[config.mk]
export PLATFORM = sky130hd
export DESIGN_NAME = can_test_path
export DESIGN_NICKNAME = d
export VERILOG_FILES = /design/src/rtl/can_tm_pkg.sv /design/src/rtl/can_tm_regs.sv /design/src/rtl/can_tm_rxmon.sv /design/src/rtl/can_tm_route.sv /design/src/rtl/can_test_path.sv
export SDC_FILE = /design/constraint.sdc
export NUM_CORES = 1
export LEC_CHECK = 0
export BUFFER_PORTS_ARGS = -buffer_cell sky130_fd_sc_hd__buf_2
export CAP_MARGIN = 0
export CORE_MARGIN = 5
export CORE_UTILIZATION = 25
export CTS_CLUSTER_DIAMETER = 200
export DETAILED_ROUTE_END_ITERATION = 6
export PLACE_DENSITY = 0.55
export SETUP_SLACK_MARGIN = 0.15
export SKIP_LAST_GASP = 1
export SYNTH_ARGS = -nofsm -noshare
export SYNTH_HDL_FRONTEND = slang
export SYNTH_SLANG_ARGS = --single-unit
[constraint.sdc]
create_clock -name clk -period 1.6 [get_ports clk]
set_input_delay 0.16 -clock clk [delete_from_list [all_inputs] [get_ports clk]]
set_output_delay 0.16 -clock clk [all_outputs]
set_load 0.05 [all_outputs]
[src/rtl/can_tm_pkg.sv]
package can_tm_pkg;
   localparam int MODE_W = 5;

   typedef enum logic [1:0] {
      PIN_CORE   = 2'b00,
      PIN_SAMPLE = 2'b01,
      PIN_DOM    = 2'b10,
      PIN_REC    = 2'b11
   } pin_drive_e;

   typedef struct packed {
      pin_drive_e pin;
      logic       echo;
      logic       listen;
      logic       basic;
   } tm_mode_t;

   localparam logic RECESSIVE = 1'b1;
   localparam logic DOMINANT  = 1'b0;
endpackage

[src/rtl/can_tm_regs.sv]
module can_tm_regs
   import can_tm_pkg::*;
(
   input  logic     clk,
   input  logic     rst_n,
   input  logic     test_en,
   input  logic     wr_en,
   input  tm_mode_t wr_val,
   output tm_mode_t mode_r,
   output tm_mode_t mode_eff
);
   always_ff @(posedge clk or negedge rst_n) begin
      if (!rst_n) begin
         mode_r <= '0;
      end else if (!test_en) begin
         mode_r <= '0;
      end else if (wr_en) begin
         mode_r <= wr_val;
      end
   end

   always_comb begin
      mode_eff = test_en ? mode_r : '0;
   end
endmodule

[src/rtl/can_tm_rxmon.sv]
module can_tm_rxmon #(
   parameter int STAGES = 2
) (
   input  logic clk,
   input  logic rst_n,
   input  logic pin_in,
   output logic mon_out
);
   generate
      if (STAGES == 0) begin : g_direct
         assign mon_out = pin_in;
      end else begin : g_sync
         logic [STAGES-1:0] chain;
         always_ff @(posedge clk or negedge rst_n) begin
            if (!rst_n) begin
               chain <= '1;
            end else if (STAGES == 1) begin
               chain <= pin_in;
            end else begin
               chain <= {chain[STAGES-2:0], pin_in};
            end
         end
         assign mon_out = chain[STAGES-1];
      end
   endgenerate
endmodule

[src/rtl/can_tm_route.sv]
module can_tm_route
   import can_tm_pkg::*;
(
   input  tm_mode_t mode_eff,
   input  logic     core_tx,
   input  logic     sample_pt,
   input  logic     rx_pin,
   output logic     tx_pin,
   output logic     core_rx,
   output logic     ack_ign,
   output logic     tx_block,
   output logic     basic_mode
);
   logic bus_drive;

   always_comb begin
      bus_drive = mode_eff.listen ? RECESSIVE : core_tx;
      unique case (mode_eff.pin)
         PIN_SAMPLE: tx_pin = sample_pt;
         PIN_DOM:    tx_pin = DOMINANT;
         PIN_REC:    tx_pin = RECESSIVE;
         default:    tx_pin = bus_drive;
      endcase
   end

   always_comb begin
      if (mode_eff.echo) begin
         core_rx = core_tx;
      end else if (mode_eff.listen) begin
         core_rx = rx_pin & core_tx;
      end else begin
         core_rx = rx_pin;
      end
   end

   assign ack_ign    = mode_eff.echo;
   assign tx_block   = mode_eff.listen;
   assign basic_mode = mode_eff.basic;
endmodule

[src/rtl/can_test_path.sv]
module can_test_path
   import can_tm_pkg::*;
#(
   parameter int MON_STAGES = 2
) (
   input  logic              clk,
   input  logic              rst_n,
   input  logic              test_en,
   input  logic              wr_en,
   input  logic [MODE_W-1:0] wr_data,
   input  logic              core_tx,
   input  logic              sample_pt,
   input  logic              rx_pin,
   output logic              tx_pin,
   output logic              core_rx,
   output logic              rx_mon,
   output logic              ack_ign,
   output logic              tx_block,
   output logic              basic_mode,
   output logic [MODE_W-1:0] mode_q
);
   localparam int MAX_STAGES = 8;

   initial begin
      if (MON_STAGES < 0 || MON_STAGES > MAX_STAGES)
         $fatal(1, "MON_STAGES out of range");
   end

   tm_mode_t mode_r;
   tm_mode_t mode_eff;

   can_tm_regs u_regs (
      .clk      (clk),
      .rst_n    (rst_n),
      .test_en  (test_en),
      .wr_en    (wr_en),
      .wr_val   (tm_mode_t'(wr_data)),
      .mode_r   (mode_r),
      .mode_eff (mode_eff)
   );

   can_tm_route u_route (
      .mode_eff   (mode_eff),
      .core_tx    (core_tx),
      .sample_pt  (sample_pt),
      .rx_pin     (rx_pin),
      .tx_pin     (tx_pin),
      .core_rx    (core_rx),
      .ack_ign    (ack_ign),
      .tx_block   (tx_block),
      .basic_mode (basic_mode)
   );

   can_tm_rxmon #(.STAGES(MON_STAGES)) u_mon (
      .clk     (clk),
      .rst_n   (rst_n),
      .pin_in  (rx_pin),
      .mon_out (rx_mon)
   );

   assign mode_q = mode_r;
endmodule

==> results list <==
- RePlAce Congestion: 0.708
- Layout Area Growth over Synthesis: 52.0%
* Global-route wire length before repair: 1340 um
* Met3 Routed Length: 99 um
* Detailed-route wire length per cell: 11.8 um
- Number of fill cells in the layout: 129
- Total number of clock tree sinks: 7
- Remaining max-slew budget at the tightest pin: 78.1%
* Effective utilization at floorplan: 26.7%
* TritonCTS clock tree: built
- Pins Over Slew Limit: 0
* Die Footprint: 0.00226 mm^2
- Switching part of the total: 32.6%
- Cell Area, Placed: 484 um^2
- The number of endpoints with negative hold slack in the final report was 0.
- Uppermost metal layer occupied by signal nets: met3
- Total clock buffers created by CTS: 3
- Met1 Routed Length: 307 um
- For this design the total switching power over the nets is 0.000161 W.
* Number of endpoints failing setup at the final stage: 0
* Largest vdd supply drop: 0.508 mV
- Wires add up to 840 um.
* Crit path kind: register to output port
- In the routed layout, each cell is associated on average with a via count of 4.42.
- Of the cells placed in the final design, the portion with a size suffix greater than 1 is 60.7%.
* Routed length on met2: 432 um
- Across all layers, the routed design uses 314 vias.
- For this run, the detailed router's first-pass iteration total came to 1.
- Synth Warn #: 0
* DRC: 0
- Power spread over the standard cell area amounts to 926 mW/mm^2.
- The internal power of the cells totals 0.000334 W.
- In this run the critical register-to-register path is launched from u_regs.mode_r[3].
- Kind of capture point of the worst setup path: output port
- Hold path depth: 1
- Most common cell after layout, fill and taps aside: sky130_fd_sc_hd__buf_2
* Transition time of the tightest slew-check pin: 326 ps
- Setup slack on the worst reg-to-reg path comes out at 780 ps.
- In this run the worst path has a maximum fanout of 4.
- Counting every net in the synthesized netlist gives 42.
* Number of global-route vias before repair: 307
* Clock latency of the later-clocked register in the worst-skew pair: 250 ps
* Hold Slack: 17.3 ps
- Global routing used 9.21% of the available tracks.
* Most frequent cells in the layout: 21 x sky130_fd_sc_hd__buf_2, 5 x sky130_fd_sc_hd__mux2i_1, 5 x sky130_fd_sc_hd__nor2b_1, 3 x sky130_fd_sc_hd__clkbuf_4, 3 x sky130_fd_sc_hd__dfrtp_2
* Clock-pin slew on the worst setup and hold paths: 50 ps
- Setup repair after global routing missed its margin: true
- Period utilisation layout: 88.9%
- 23 I/O pins were placed.
* F_max: 703 MHz
- Number of cells produced by synthesis: 30
* Share of power burned in the clock network: 32.3%
- For hold timing, the worst endpoint is u_mon.g_sync.chain[0].
- Across the routed clock network, the largest skew measured is 0.108 ps.
* Flip-flop and latch count after synthesis: 7
* Synthesized-area fraction occupied by xor and xnor cells: 0%
- Post-layout minimum cycle time: 1420 ps
* Area of the mapped netlist: 352 um^2
* Total Nets Final: 69
- STA classifies the critical path startpoint as a register.
- By area, the combinational part of the netlist is dominated by simple AND/OR/NAND/NOR gates.
- Across the run, the number of max-cap violations was 0.
- Antenna violations before repair: 0
* Sum of net half-perimeters after detailed placement: 689 um
- After Yosys synthesis, and, or, nand and nor cells account for 29.9% of the synthesized area.
- Antenna cells: 0
- Floorplan row count: 13
- Placeable Area: 0.00132 mm^2
- Count of distinct cell types in the synthesized netlist: 14
- Mapped Avg Cell Area: 11.7 um^2
- Htree depth: 1
- Hold Crit Start: rx_pin
- Quantity of I/O buffers inserted on ports: 22
* CTS Buffer Depth: 2
- For this run the aggregate overflow at the end of global routing stands at 0.
- Entering global routing, the biggest net connects 13 pins.
- For this block, the initial DRC count from the detailed router was 0.
- Mux cell area share after synthesis: 14.2%
- Combinational cells account for 27.8% of the total power.
* Clock root buffer master: sky130_fd_sc_hd__clkbuf_4
- STA puts the critical path data required time at 1440 ps.
- CP arrival: 1260 ps
- Once detail routing completed, the nets flagged for antenna violations numbered 0.
* Overall die height: 47.5 um
- Static Leakage: 0.282 nW
* Post-synthesis sequential area ratio: 50.5%
- HP Class: input pin to register
* Fraction of the mapped netlist area in adder cells: 0%
- The finished cells cover 534 um^2.
- In this run the critical register-to-register path is captured at u_regs.mode_r[3].
- The run finished with clean final reports.
- The synthesized netlist devotes 2.49% of its cell area to compound gates.
- Depth of the most critical reg-to-reg path: 3
* Sequential share of power: 39.9%
- Die span in x: 47.5 um
- Post-route setup TNS: 0 ps
[per-stage QoR]
| step | utilization [%] | total power, W | worst slack [ps] | std cells |
|---|---|---|---|---|
| floorplan | - | 0.000295 | 2.30 | 30 |
| global placement | 36.8 | 0.000331 | 283 | 65 |
| CTS | 40.6 | 0.000504 | 155 | 71 |
| detailed placement | 36.8 | 0.000332 | 263 | 65 |
| global route | 40.6 | 0.000525 | 64.4 | 71 |
| finish | 40.6 | 0.000495 | 177 | 71 |
[how the worst max path moves through the flow]
stage,from,end,slack (ps),cells past startpoint
after floorplan,u_regs.mode_r[3],tx_pin,2,2
after global placement,u_regs.mode_r[3],tx_pin,280,3
after detailed placement,u_regs.mode_r[3],tx_pin,260,3
after CTS,u_regs.mode_r[4],tx_pin,160,3
after global routing,u_regs.mode_r[4],tx_pin,60,3
final,u_regs.mode_r[4],tx_pin,180,3
[cell type report]
class	instances	area, um^2	share of cell area [%]
Tap cell	15	18.8	3.51
Multi-Input combinational cell	21	174	32.6
Timing Repair Buffer	24	134	25.1
Clock buffer	4	26.3	4.92
Sequential cell	7	181	34.0
[worst max-delay path, cell delays in order, from the launching register on]
cell and delay [ps]:
sky130_fd_sc_hd__dfrtp_2 420, sky130_fd_sc_hd__and3b_1 190, sky130_fd_sc_hd__nor4_4 210, sky130_fd_sc_hd__buf_6 190
[routing by layer]
layer / up-vias / track usage (%)
met1: 146 / 9.95
met3: 0 / 7.14
met5: - / 0
met2: 13 / 14.4
met4: 0 / 1.66
li1: 155 / -
[logic make-up after synthesis]
| family | count (synthesis) |
|---|---|
| simple gates | 15 |
| compound gates | 1 |
| flops | 7 |
| mux | 5 |
| buf+inv | 2 |
[sequential cells by signal, summed over array words and instances, names as in the netlist]
name                flops
u_mon.g_sync.chain      2
u_regs.mode_r           5
[Yosys cell counts]
master / n / area, um^2
sky130_fd_sc_hd__dfrtp_1: 5 / 125
sky130_fd_sc_hd__mux2i_1: 5 / 50.1
sky130_fd_sc_hd__nor2b_1: 5 / 31.3
sky130_fd_sc_hd__and2_1: 2 / 12.5
sky130_fd_sc_hd__buf_2: 2 / 10.0
sky130_fd_sc_hd__dfstp_2: 2 / 52.6
sky130_fd_sc_hd__nor2_1: 2 / 7.51
sky130_fd_sc_hd__and2_4: 1 / 8.76
sky130_fd_sc_hd__and3b_1: 1 / 8.76
sky130_fd_sc_hd__and4bb_1: 1 / 12.5
sky130_fd_sc_hd__nand2b_1: 1 / 6.26
sky130_fd_sc_hd__nor3_1: 1 / 5.00
sky130_fd_sc_hd__nor4_2: 1 / 12.5
sky130_fd_sc_hd__o22a_1: 1 / 8.76
[power groups by stage]
| stage | clock (W) | sequential, W | combinational (W) |
|---|---|---|---|
| floorplan | 0 | 0.000230 | 0.0000651 |
| global placement | 0 | 0.000200 | 0.000131 |
| detailed placement | 0 | 0.000201 | 0.000131 |
| CTS | 0.000167 | 0.000198 | 0.000140 |
| global route | 0.000178 | 0.000200 | 0.000147 |
| finish | 0.000160 | 0.000197 | 0.000138 |
[timing repair]
action | CTS | global route
endpoints found under the setup margin | 1 | 1
hold buffers | 1 | 0
resized for setup | 2 | 0
pin swaps | 1 | 0
setup buffers | 1 | 0
hold endpoints to repair | 7 | 0
No activity file was read; power rests on OpenSTA's default activity.
